`src/rtl/wdk_pkg.sv`:
```
package wdk_pkg;
    typedef enum logic [1:0] {
        K_LOCKED   = 2'd0,
        K_UNL_HALF = 2'd1,
        K_REF_HALF = 2'd2,
        K_OPEN     = 2'd3
    } key_st_t;

    localparam logic [31:0] KEY_UNLOCK  = 32'hD928_C520;
    localparam logic [31:0] KEY_REFRESH = 32'hB480_A602;
    localparam logic [15:0] UNL_LO = 16'hC520;
    localparam logic [15:0] UNL_HI = 16'hD928;
    localparam logic [15:0] REF_LO = 16'hA602;
    localparam logic [15:0] REF_HI = 16'hB480;

    localparam logic [1:0] REG_CS  = 2'd0;
    localparam logic [1:0] REG_CNT = 2'd1;
    localparam logic [1:0] REG_TOV = 2'd2;

    localparam int B_FLAG  = 14;
    localparam int B_CMD32 = 13;
    localparam int B_PRES  = 12;
    localparam int B_EN    = 7;
    localparam int B_UPD   = 5;
endpackage

```
`src/rtl/wdk_keyfsm.sv`:
```
module wdk_keyfsm
    import wdk_pkg::*;
#(
    parameter int WIN = 256
) (
    input  logic        clk,
    input  logic        rst_n,
    input  logic        cnt_wr,
    input  logic [31:0] wdata,
    input  logic        cs_wr,
    input  logic        cmd32,
    input  logic        upd_ok,
    output logic        unlock_ok,
    output logic        refresh_ok,
    output logic        bad_key,
    output logic        open_o,
    output logic        close_o
);
    localparam int WIN_W = (WIN > 2) ? $clog2(WIN) : 1;

    key_st_t          st_q, st_d;
    logic [WIN_W-1:0] win_q;
    logic             win_done;
    logic             lo16, is_unl32, is_ref32, is_unl_lo, is_unl_hi, is_ref_lo, is_ref_hi;
    logic             idle_like, half_ok;

    assign lo16      = (wdata[31:16] == 16'h0);
    assign is_unl32  = (wdata == KEY_UNLOCK);
    assign is_ref32  = (wdata == KEY_REFRESH);
    assign is_unl_lo = lo16 && (wdata[15:0] == UNL_LO);
    assign is_unl_hi = lo16 && (wdata[15:0] == UNL_HI);
    assign is_ref_lo = lo16 && (wdata[15:0] == REF_LO);
    assign is_ref_hi = lo16 && (wdata[15:0] == REF_HI);
    assign win_done  = (win_q == WIN_W'(WIN - 1));
    assign idle_like = (st_q == K_LOCKED) || (st_q == K_OPEN);

    // state register
    always_ff @(posedge clk or negedge rst_n) begin
        if (!rst_n) begin
            st_q <= K_LOCKED;
        end else begin
            st_q <= st_d;
        end
    end

    // window timer
    always_ff @(posedge clk or negedge rst_n) begin
        if (!rst_n) begin
            win_q <= '0;
        end else if (unlock_ok) begin
            win_q <= '0;
        end else if (st_q == K_OPEN && !win_done) begin
            win_q <= win_q + 1'b1;
        end
    end

    // next state
    always_comb begin
        st_d = st_q;
        unique case (st_q)
            K_LOCKED, K_OPEN: begin
                if (cnt_wr) begin
                    if (cmd32) begin
                        if (is_unl32 && upd_ok) st_d = K_OPEN;
                        else if (is_ref32)      st_d = st_q;
                        else                    st_d = K_LOCKED;
                    end else begin
                        if (is_unl_lo && upd_ok) st_d = K_UNL_HALF;
                        else if (is_ref_lo)      st_d = K_REF_HALF;
                        else                     st_d = K_LOCKED;
                    end
                end else if (st_q == K_OPEN && (cs_wr || win_done)) begin
                    st_d = K_LOCKED;
                end
            end
            K_UNL_HALF: if (cnt_wr) st_d = is_unl_hi ? K_OPEN : K_LOCKED;
            K_REF_HALF: if (cnt_wr) st_d = K_LOCKED;
        endcase
    end

    // outputs
    always_comb begin
        half_ok    = idle_like && !cmd32 && ((is_unl_lo && upd_ok) || is_ref_lo);
        unlock_ok  = cnt_wr && ((idle_like && cmd32 && is_unl32 && upd_ok) ||
                                (st_q == K_UNL_HALF && is_unl_hi));
        refresh_ok = cnt_wr && ((idle_like && cmd32 && is_ref32) ||
                                (st_q == K_REF_HALF && is_ref_hi));
        bad_key    = cnt_wr && !unlock_ok && !refresh_ok && !half_ok;
        open_o     = (st_q == K_OPEN);
        close_o    = (st_q == K_OPEN) && (st_d != K_OPEN);
    end
endmodule

```
`src/rtl/wdk_count.sv`:
```
module wdk_count #(
    parameter int CNT_W = 32,
    parameter int PRE_W = 8
) (
    input  logic             clk,
    input  logic             rst_n,
    input  logic             tick,
    input  logic             en,
    input  logic             pres,
    input  logic             clr,
    input  logic [CNT_W-1:0] toval,
    output logic [CNT_W-1:0] cnt,
    output logic             fire
);
    logic [PRE_W-1:0] pre_q;
    logic [CNT_W-1:0] cnt_q;
    logic [CNT_W:0]   inc;
    logic             step;

    assign step = en && tick && (!pres || (&pre_q));
    assign inc  = {1'b0, cnt_q} + (CNT_W+1)'(1);
    assign fire = step && !clr && (inc >= {1'b0, toval});
    assign cnt  = cnt_q;

    always_ff @(posedge clk or negedge rst_n) begin
        if (!rst_n) begin
            pre_q <= '0;
            cnt_q <= '0;
        end else if (!en || clr) begin
            pre_q <= '0;
            cnt_q <= '0;
        end else begin
            if (!pres)      pre_q <= '0;
            else if (tick)  pre_q <= pre_q + 1'b1;
            if (fire)       cnt_q <= '0;
            else if (step)  cnt_q <= inc[CNT_W-1:0];
        end
    end
endmodule

```
`src/rtl/wdog_keyed.sv`:
```
module wdog_keyed
    import wdk_pkg::*;
#(
    parameter int          UNLOCK_WIN = 256,
    parameter int          PRE_W      = 8,
    parameter logic [31:0] TOVAL_RST  = 32'd1024
) (
    input  logic        clk,
    input  logic        rst_n,
    input  logic        bus_sel,
    input  logic        bus_wr,
    input  logic [3:0]  bus_addr,
    input  logic [31:0] bus_wdata,
    output logic [31:0] bus_rdata,
    input  logic        wd_tick,
    output logic        rst_req
);
    localparam int CNT_W = 32;

    logic [1:0]       word;
    logic             aligned, wr_any, cs_wr, cnt_wr, tv_wr;
    logic             flag, cmd32, pres, en, upd, run_wait, run_stop, rcs, close_q, rst_req_q;
    logic [1:0]       clks;
    logic [CNT_W-1:0] toval, cnt_val;
    logic             unlock_ok, refresh_ok, bad_key, ulk, closing, fire, violation;
    logic [31:0]      cs_img;

    assign word    = bus_addr[3:2];
    assign aligned = (bus_addr[1:0] == 2'b00);
    assign wr_any  = bus_sel && bus_wr && aligned;
    assign cs_wr   = wr_any && (word == REG_CS);
    assign cnt_wr  = wr_any && (word == REG_CNT);
    assign tv_wr   = wr_any && (word == REG_TOV);

    wdk_keyfsm #(.WIN(UNLOCK_WIN)) u_key (
        .clk(clk), .rst_n(rst_n), .cnt_wr(cnt_wr), .wdata(bus_wdata),
        .cs_wr(cs_wr), .cmd32(cmd32), .upd_ok(upd),
        .unlock_ok(unlock_ok), .refresh_ok(refresh_ok), .bad_key(bad_key),
        .open_o(ulk), .close_o(closing)
    );

    wdk_count #(.CNT_W(CNT_W), .PRE_W(PRE_W)) u_cnt (
        .clk(clk), .rst_n(rst_n), .tick(wd_tick), .en(en), .pres(pres),
        .clr(refresh_ok), .toval(toval), .cnt(cnt_val), .fire(fire)
    );

    assign violation = en && (bad_key || ((cs_wr || tv_wr) && !ulk));

    always_ff @(posedge clk or negedge rst_n) begin
        if (!rst_n) begin
            flag      <= 1'b0;
            cmd32     <= 1'b0;
            pres      <= 1'b0;
            clks      <= 2'b00;
            en        <= 1'b0;
            upd       <= 1'b1;
            run_wait  <= 1'b0;
            run_stop  <= 1'b0;
            toval     <= TOVAL_RST;
            rcs       <= 1'b1;
            close_q   <= 1'b0;
            rst_req_q <= 1'b0;
        end else begin
            if (fire)                            flag <= 1'b1;
            else if (cs_wr && bus_wdata[B_FLAG]) flag <= 1'b0;
            if (cs_wr && ulk) begin
                cmd32    <= bus_wdata[B_CMD32];
                pres     <= bus_wdata[B_PRES];
                clks     <= bus_wdata[9:8];
                en       <= bus_wdata[B_EN];
                upd      <= bus_wdata[B_UPD];
                run_wait <= bus_wdata[1];
                run_stop <= bus_wdata[0];
            end
            if (tv_wr && ulk) toval <= bus_wdata;
            close_q <= closing;
            if (unlock_ok)    rcs <= 1'b0;
            else if (close_q) rcs <= 1'b1;
            rst_req_q <= violation || fire;
        end
    end

    assign cs_img  = {17'b0, flag, cmd32, pres, ulk, rcs, clks, en, 1'b0, upd,
                      3'b000, run_wait, run_stop};
    assign rst_req = rst_req_q;

    always_comb begin
        bus_rdata = '0;
        if (aligned) begin
            case (word)
                REG_CS:  bus_rdata = cs_img;
                REG_CNT: bus_rdata = cnt_val;
                REG_TOV: bus_rdata = toval;
                default: bus_rdata = '0;
            endcase
        end
    end
endmodule

```
`config.mk`:
```
export PLATFORM = sky130hd
export DESIGN_NAME = wdog_keyed
export DESIGN_NICKNAME = d
export VERILOG_FILES = /design/src/rtl/wdk_pkg.sv /design/src/rtl/wdk_keyfsm.sv /design/src/rtl/wdk_count.sv /design/src/rtl/wdog_keyed.sv
export SDC_FILE = /design/constraint.sdc
export NUM_CORES = 1
export LEC_CHECK = 0
export BUFFER_PORTS_ARGS = -buffer_cell sky130_fd_sc_hd__buf_2
export CAP_MARGIN = 20
export CORE_ASPECT_RATIO = 1.5
export CORE_MARGIN = 1
export CORE_UTILIZATION = 55
export DETAILED_ROUTE_END_ITERATION = 12
export PLACE_DENSITY = 0.88
export SLEW_MARGIN = 20
export SYNTH_ARGS = -nofsm -noshare
export SYNTH_HDL_FRONTEND = slang
export SYNTH_HIERARCHICAL = 1
export SYNTH_SLANG_ARGS = --single-unit
```
`constraint.sdc`:
```
create_clock -name clk -period 6.2 [get_ports clk]
set_input_delay 1.24 -clock clk [delete_from_list [all_inputs] [get_ports clk]]
set_output_delay 1.24 -clock clk [all_outputs]
set_load 0.05 [all_outputs]
```
Word level (Yosys, flattened, before mapping)
Cells that the tools add are included.
{"block": "word_totals", "register_bits": 94, "latch_bits": 0, "ram_bits": 0, "romBits": 0, "inputBits": 41, "output_inout_bits": 33, "wordCells": 123, "memories": 0}
{"block": "classes", "add_sub_neg": 3, "n_mul": 0, "n_div": 0, "magnitude_cmp": 1, "n_eq_ne": 14, "shift": 0, "n_mux": 25, "bitwise_logic": 0, "reduce_logical": 64}
{"operator": "32-bit two-way mux", "n": 4}
{"operator": "32-bit case mux with 3 select lines", "n": 1}
{"operator": "16-bit == test, second input constant", "n": 4}
{"operator": "32-bit == test, second input constant", "n": 2}
{"operator": "8-bit two-way mux", "n": 5}
{"operator": "1-bit logical AND", "n": 36}
{"operator": "32-bit by 1-bit adder with 33-bit output, second input constant", "n": 1}
{"operator": "33-bit by 32-bit greater-or-equal comparator with 1-bit output", "n": 1}
{"operator": "2-bit two-way mux", "n": 10}
{"operator": "8-bit by 1-bit adder with 8-bit output, second input constant", "n": 2}
{"operator": "16-bit logical NOT", "n": 1}
{"operator": "1-bit logical OR", "n": 10}
{"operator": "8-bit == test, second input constant", "n": 1}
{"operator": "1-bit logical NOT", "n": 8}
{"operator": "8-bit AND reduction", "n": 1}
{"operator": "2-bit == test, second input constant", "n": 3}
{"operator": "2-bit logical NOT", "n": 3}
{"operator": "2-bit case mux with 3 select lines", "n": 1}
{"operator": "2-bit nonzero test", "n": 3}
{"operator": "2-bit by 1-bit == test with 1-bit output, second input constant", "n": 2}
{"operator": "1-bit two-way mux", "n": 4}
{"operator": "3-bit by 2-bit != test with 1-bit output, second input constant", "n": 1}
{"operator": "3-bit nonzero test", "n": 1}
{"operator": "2-bit != test, second input constant", "n": 1}
{"operator": "2-bit OR reduction", "n": 1}

Logic depth before layout (Yosys ltp)
Gate-level depths: netlist (run 1).
{"block": "logic_depth", "word_depth": 14, "ltp_mapped": 18, "depth_no_buf": 17}

Modules after synthesis
Netlist (run 1), hierarchy kept.
{"mod": "wdk_count", "n_inst": 1, "cells_per_inst": 351, "area_each_um2": 3085.5, "seq_area_each_um2": 1001.0}
{"mod": "wdog_keyed", "n_inst": 1, "cells_per_inst": 204, "area_each_um2": 2403.6, "seq_area_each_um2": 1104.8}
{"mod": "wdk_keyfsm", "n_inst": 1, "cells_per_inst": 117, "area_each_um2": 1026.0, "seq_area_each_um2": 250.2}

Worst setup path after synthesis (run 1)
No wires, ideal clock.
{"block": "synth_path", "path_kind": "in2out", "start": "input bus_addr[3]", "end": "output bus_rdata[11]", "arrival_time_ns": 2.722, "required_time_ns": 4.960, "setup_slack_ns": 2.238, "cell_stages": 5, "cell_sequence": "buf_4 -> buf_4 -> mux2i_1 -> or2_2 -> a21oi_1"}
{"block": "synth_between", "elab_chain_cells": 3, "word_cells_on_any_way": 5, "cone_classes": "2 x eq/ne; 2 x mux; 1 x reduce/logical"}
{"element": "start: declaration", "line_no": "wdog_keyed.sv:12", "rtl": "input logic [3:0] bus_addr,"}
{"element": "2-bit == test (tied with other cells)", "line_no": "wdog_keyed.sv:90", "rtl": "case (word)"}
{"element": "32-bit case mux with 3 select lines (*)", "line_no": "wdog_keyed.sv:90"}
{"element": "32-bit two-way mux (*)", "line_no": "wdog_keyed.sv:89", "rtl": "if (aligned) begin"}
{"element": "end: declaration", "line_no": "wdog_keyed.sv:14", "rtl": "output logic [31:0] bus_rdata,"}
Mark *: on every way between the ends. The rest lies on a longest branch, timed or not.

Worst setup path after layout (run 1)
{"block": "layout_path", "start": "register u_cnt.cnt_q[0] (netlist: u_cnt/cnt[0])", "end": "register rst_req_q (netlist: rst_req)"}
{"block": "layout_between", "elab_chain_cells": 4}
{"element": "start: declaration", "line_no": "wdk_count.sv:16", "rtl": "logic [CNT_W-1:0] cnt_q;"}
{"element": "start signal: assignment", "line_no": "wdk_count.sv:36", "rtl": "else if (step) cnt_q <= inc[CNT_W-1:0];"}
{"element": "32-bit by 1-bit adder with 33-bit output", "line_no": "wdk_count.sv:21", "rtl": "assign inc = {1'b0, cnt_q} + (CNT_W+1)'(1);"}
{"element": "33-bit by 32-bit greater-or-equal comparator with 1-bit output", "line_no": "wdk_count.sv:22", "rtl": "assign fire = step && !clr && (inc >= {1'b0, toval});"}
{"element": "1-bit logical AND", "line_no": "wdk_count.sv:22"}
{"element": "via fire", "line_no": "wdog_keyed.sv:25", "rtl": "logic unlock_ok, refresh_ok, bad_key, ulk, closing, fire, violation;"}
{"element": "1-bit logical OR", "line_no": "wdog_keyed.sv:79", "rtl": "rst_req_q <= violation || fire;"}
{"element": "end signal: assignment", "line_no": "wdog_keyed.sv:79"}
{"element": "end: declaration", "line_no": "wdog_keyed.sv:22", "rtl": "logic flag, cmd32, pres, en, upd, run_wait, run_stop, rcs, close_q, rst_req_q;"}
The timed path passes the listed nets, and every way through them passes these cells.
A chain may end at the register's enable or synchronous reset.

==> results.txt, run 1 <==
Crit path buffers/inverters -> 0
initial antenna violation count -> 0
Hold Fails Final Rpt -> 0
startpoint types -> flip-flop
Slew headroom -> 28.1%
total CTS buffers -> 9
Tightest Pin Transition -> 1.08 ns
wirelength, routed -> 18.3 mm
max incr delay on CP -> 0.91 ns
WHS -> 0.468 ns
largest net degree at the start of global routing -> 75
Clk pin slew, worst setup/hold paths -> 0.07 ns
Layout Skew -> 0.00877 ns
Remaining Overflow, GRT -> 0
EDFF count, synth -> 0
register area share after synthesis -> 36.2%
IO Count -> 74
area growth from synthesis to layout -> 11.7%
core area -> 11,500 um2
first-pass GRT wire length -> 29.1 mm
total power -> 1.85 mW
fin crit share -> 79.5%
CTS Buffer Depth -> 2
post-cts sizing count -> 0
die height -> 135 um
power per standard cell area -> 254 nW/um2
total track usage -> 30.2%
hold wc startpoint -> close_q
Final Max Slew Viols -> 0
status -> finished, final reports clean
Worst-Skew Late Latency -> 0.34 ns
crit path DAT -> 5.13 ns
Worst Hold Class -> reg -> reg
max cap viols -> 0
unrepaired setup endpoints after global routing -> false
R2R Path End -> rst_req
worst hold stages -> 2
Synth cell types -> 71
Setup Buffers After CTS -> 0
Die Wd -> 90.9 um
cells after synthesis -> 672
hpwl dp -> 13.4 mm
Routed WL per cell -> 20.7 um
IO buf count -> 73
GP Congestion -> 1.02
ANT cells -> 0
vias in the first global route -> 5,936
ys async rst share -> 100%
Rows -> 48
DR DRC count -> 0
CTS Sinks -> 94
Worst R2R Start -> u_cnt/cnt[0]
min Tclk post-route -> 4.93 ns
Max Clock Freq -> 0.203 GHz
Initial Utilization -> 56.5%
Max H-tree Level -> 3
layout cell share with drive strength beyond 1 -> 24.1%
via count -> 5,778
post-synth top area share -> 35.0%
Hold EP -> rcs
CTS tree -> built
most numerous cell in the Yosys netlist -> dfrtp_1
post-synth top area cell -> dfrtp_1
Crit Path Class -> reg -> reg
Root Buffer Master -> clkbuf_16
DR iter-0 viols -> 580
synthesis-stage register bit count -> 94
setup TNS -> 0 ns
area post-placement -> 6960 um2
mapped cell area -> 6510 um2
Post-synth top cells -> dfrtp_1, nand2_1, nor2_1
Cell Chain, Critical Path -> ha_1 > nand4_1 > nor3_1 > nand3_1 > or2_2 > nand2_1 > ha_1 > nand4_1 > nor4_1 > a2111oi_0 > a31oi_2 > nor2_2 > nor2_1 > a21oi_1 > o41ai_1
Yosys Warn Count -> 6
critical path endpoint category -> flip-flop
Die ar. -> 12,300 um2
final net count -> 809
fin area -> 7270 um2
Primary FF master, synth -> dfrtp_1
vias per cell -> 6.53
Leak -> 3.40 nW
cts hold-fix bufs -> 0
reg2reg setup slack -> 1.27 ns
critical path's top delay family -> simple AND/OR/NAND/NOR gates
Critical Path Fanout Max -> 21
worst vdd rail ir drop -> 0.000216 V
critical path's slowest cell -> nor2_2
Final setup violation count -> 0
worst reg2reg path depth -> 15
Critical Path RT -> 6.40 ns
Post-Syn Nets -> 751
router iterations before antenna repair -> 5
Area contributors post-synth -> dfrtp_1, ha_1, mux2_4
Avg Inst Size Synth -> 9.69 um2
Detail Route Antenna Nets -> 0
[logic make-up after synthesis]
| logic type | share of synthesized area, % |
|---|---|
| AND/OR/NAND/NOR | 23.2 |
| AO/OA/AOI/OAI | 13.3 |
| flip-flops | 36.2 |
| buffers and inverters | 4.76 |
| multiplexers | 10.5 |
| adder cells (fa/ha/maj) | 7.30 |
| XOR/XNOR | 4.84 |
[worst max path at each step]
stage / start / to / slack [ns] / cells past startpoint
after floorplan: bus_addr[3] / bus_rdata[11] / 2.24 / 5
after global placement: u_cnt/cnt[0] / flag / 1.57 / 14
after detailed placement: u_cnt/cnt[0] / rst_req / 1.54 / 15
after CTS: u_cnt/cnt[0] / rst_req / 1.45 / 15
after global routing: u_cnt/cnt[0] / rst_req / 1.14 / 15
final: u_cnt/cnt[0] / rst_req / 1.27 / 15
[cell type report]
| cell class | instances | area, um2 |
|---|---|---|
| Fill cell | 937 | 4260 |
| Multi-Input combinational cell | 506 | 3870 |
| Tap cell | 150 | 188 |
| Clock inverter | 3 | 45.0 |
| Sequential cell | 94 | 2360 |
| Inverter | 42 | 158 |
| Clock buffer | 13 | 260 |
| Timing Repair Buffer | 77 | 398 |
[through the flow]
stage | std cells | util, % | worst slack, ns
finish | 885 | 63.1 | 1.27
global placement | 869 | 60.3 | 1.57
detailed placement | 869 | 60.3 | 1.54
global route | 885 | 63.1 | 1.14
CTS | 885 | 63.0 | 1.45
floorplan | 672 | - | 2.24
[flip-flops by register name, indices dropped and copies added, names as in the netlist]
name	cells
toval	32
u_cnt/cnt	32
u_cnt/pre_q	8
u_key/win_q	8
clks	2
u_key/st_q	2
close_q	1
cmd32	1
en	1
flag	1
pres	1
rcs	1
rst_req	1
run_stop	1
run_wait	1
upd	1
[worst min-delay path: cells and delay by family (launching register included)]
family	cells	cell delay (ns)
flip-flops	1	0.32
AND/OR/NAND/NOR	2	0.11
[where the power goes]
| part | internal [mW] | switching, mW | total, mW |
|---|---|---|---|
| sequential | 0.671 | 0.0619 | 0.733 |
| clock | 0.335 | 0.238 | 0.573 |
| combinational | 0.191 | 0.351 | 0.541 |
| total | 1.20 | 0.650 | 1.85 |
[routing by layer]
metal | vias to the layer above | track usage [%] | routed length [um]
li1 | 2552 | - | -
met1 | 2802 | 32.8 | 6760
met2 | 325 | 54.5 | 9400
met3 | 99 | 4.26 | 1050
met5 | - | 0 | 0
met4 | 0 | 20.1 | 1110
[cells in the final DEF, fill, tap and decap left out, types with 3 or more instances in the layout]
| master | Yosys | routed |
|---|---|---|
| and4_1 | 8 | 8 |
| nor4_1 | 3 | 3 |
| or2_2 | 14 | 14 |
| nand2_1 | 69 | 69 |
| or3_1 | 4 | 4 |
| xnor2_1 | 19 | 19 |
| o31ai_1 | 3 | 3 |
| clkbuf_16 | 0 | 9 |
| nor3_1 | 9 | 9 |
| nor2b_1 | 9 | 8 |
| nor4_4 | 4 | 4 |
| dfstp_2 | 3 | 3 |
| a22oi_1 | 21 | 21 |
| nand4b_1 | 3 | 3 |
| and3_1 | 7 | 7 |
| a21o_1 | 3 | 3 |
| a21oi_1 | 29 | 29 |
| inv_1 | 42 | 42 |
| nand4_1 | 19 | 19 |
| buf_4 | 3 | 5 |
| ha_1 | 38 | 38 |
| mux2_4 | 30 | 30 |
| mux2_2 | 10 | 10 |
| nor2_1 | 57 | 56 |
| a2111o_1 | 4 | 4 |
| o21ai_0 | 16 | 16 |
| dfrtp_1 | 91 | 91 |
| a32o_1 | 20 | 20 |
| mux2i_1 | 12 | 12 |
| buf_2 | 5 | 72 |
| xor2_1 | 17 | 17 |
| nand3_1 | 23 | 23 |
| and2_1 | 4 | 4 |
Note: power is estimated with default switching activity, not from simulation.
==> run 2: changes to the inputs <==
Settings changed: CORE_UTILIZATION 55 to 54, PLACE_DENSITY 0.88 to 0.89.
Clock period 6.2 ns to 4 ns, I/O delays scaled along.
==> run 2 against run 1 <==
  * Die area up 1.8%
  * Global-route usage down 0.71 points
  * Flip-flop and latch count unchanged
  * Power up 57%
  * Clock-buffer cell count down 1
  * Clock skew down 0.00075 ns
  * Critical path depth up 1
  * Critical path type unchanged
  * Largest cell class unchanged
==> results.txt, run 2 (synthesis results as in run 1) <==
Worst R2R Start -> u_cnt/cnt[0]
CTS Buffer Depth -> 2
Final setup violation count -> 0
CTS Sinks -> 94
combinational share of power -> 30.9%
reg2reg setup slack -> 0.22 ns
first-pass GRT wire length -> 28.2 mm
Clk network pwr share -> 30.1%
Worst-Skew Late Latency -> 0.35 ns
status -> finished, final reports clean
router iterations before antenna repair -> 5
Critical Path RT -> 4.21 ns
Rows -> 48
cell-internal power -> 1.89 mW
Crit path buffers/inverters -> 1
commonest non-fill, non-tap cell in the layout -> dfrtp_1
Routed WL per cell -> 19.8 um
final design utilization -> 63.2%
max cap viols -> 0
Slew headroom -> 43.7%
Remaining Overflow, GRT -> 0
core area -> 11,700 um2
max incr delay on CP -> 0.46 ns
DP Cell Count -> 880
Max H-tree Level -> 3
final net count -> 821
wirelength, routed -> 17.8 mm
sequential power share -> 39.0%
sw frac -> 34.7%
fin cells -> 897
R2R Path End -> rst_req
IO Count -> 74
Max Clock Freq -> 0.265 GHz
ANT cells -> 0
Die Wd -> 91.7 um
Die ar. -> 12,500 um2
Cell Chain, Critical Path -> ha_1 > nand4_1 > nor3_4 > nand3_1 > or2_2 > nand2_1 > ha_1 > nand4_1 > nor4_2 > a2111oi_1 > a31oi_1 > nor2_2 > buf_6 > nor2_1 > a21oi_1 > o41ai_1
layout cell share with drive strength beyond 1 -> 25.4%
Tightest Pin Transition -> 0.843 ns
Worst Hold Class -> in -> async
DR DRC count -> 0
die height -> 137 um
crit path DAT -> 3.99 ns
Layout Skew -> 0.00802 ns
startpoint types -> flip-flop
IO buf count -> 73
critical path's top delay family -> simple AND/OR/NAND/NOR gates
Clk pin slew, worst setup/hold paths -> 0.07 ns
initial antenna violation count -> 0
via count -> 5,607
Final Max Slew Viols -> 0
critical path's slowest cell -> dfrtp_1
Hold Fails Final Rpt -> 0
DR iter-0 viols -> 428
NetSw -> 1.01 mW
worst reg2reg path depth -> 16
worst vdd rail ir drop -> 0.000331 V
largest net degree at the start of global routing -> 40
hpwl dp -> 13.2 mm
total track usage -> 29.5%
area growth from synthesis to layout -> 13.0%
fillers -> 950
Critical Path Fanout Max -> 18
Root Buffer Master -> clkbuf_16
vias in the first global route -> 5,681
power per standard cell area -> 394 nW/um2
critical path endpoint category -> flip-flop
Crit Path Class -> reg -> reg
total CTS buffers -> 9
GP Congestion -> 0.921
vias per cell -> 6.25
WHS -> 0.372 ns
most frequent cells in the layout -> dfrtp_1, buf_2, nand2_1, nor2_1, inv_1
CTS tree -> built
Detail Route Antenna Nets -> 0
min Tclk post-route -> 3.78 ns
Initial Utilization -> 55.9%
CP Depth -> 16
Leak -> 3.47 nW
fin crit share -> 94.5%
-- run 2: layout make-up --
class	instances	area [um2]	area share, %
inverters	42	158	2.14
clock buffers	12	246	3.35
clock inverters	4	47.5	0.646
flip-flops and latches	94	2360	32.0
repair buffers	89	492	6.68
well taps	150	188	2.55
multi-input cells	506	3880	52.7
-- run 2: power by group through the flow --
stage / registers, mW / logic [mW] / clock network, mW
finish: 1.13 / 0.896 / 0.872
global route: 1.14 / 0.966 / 0.921
CTS: 1.13 / 0.849 / 0.882
detailed placement: 1.15 / 0.841 / 0
global placement: 1.14 / 0.825 / 0
floorplan: 1.11 / 0.582 / 0
-- run 2: layer usage --
layer	vias up	track usage [%]	routed length (um)
met5	-	0	0
met4	0	20.0	1090
met3	71	4.06	869
met2	232	52.1	9110
met1	2725	32.9	6690
li1	2579	-	-
-- run 2: stage by stage --
stage               cell area [um2]  TNS [ns]  worst slack (ns)  power [mW]
floorplan                      6520         0             0.482        1.69
global placement               7040         0             0.372        1.97
detailed placement             7040         0             0.230        1.99
CTS                            7330         0            0.0958        2.86
global route                   7360   -0.0471           -0.0471        3.03
finish                         7360         0             0.222        2.90
-- run 2: worst max-delay path by stage --
| stage | startpoint | endpoint | slack (ns) |
|---|---|---|---|
| after floorplan | u_cnt/cnt[2] | rst_req | 0.48 |
| after global placement | u_cnt/cnt[0] | rst_req | 0.37 |
| after detailed placement | u_cnt/cnt[0] | rst_req | 0.23 |
| after CTS | u_cnt/cnt[0] | flag | 0.1 |
| after global routing | u_cnt/cnt[7] | rst_req | -0.05 |
| final | u_cnt/cnt[0] | rst_req | 0.22 |
-- run 2: what timing repair did --
item	4_1_cts	5_1_grt
hold buffers	0	0
setup buffers	0	1
resized for setup	0	6
endpoints found under the setup margin	0	25
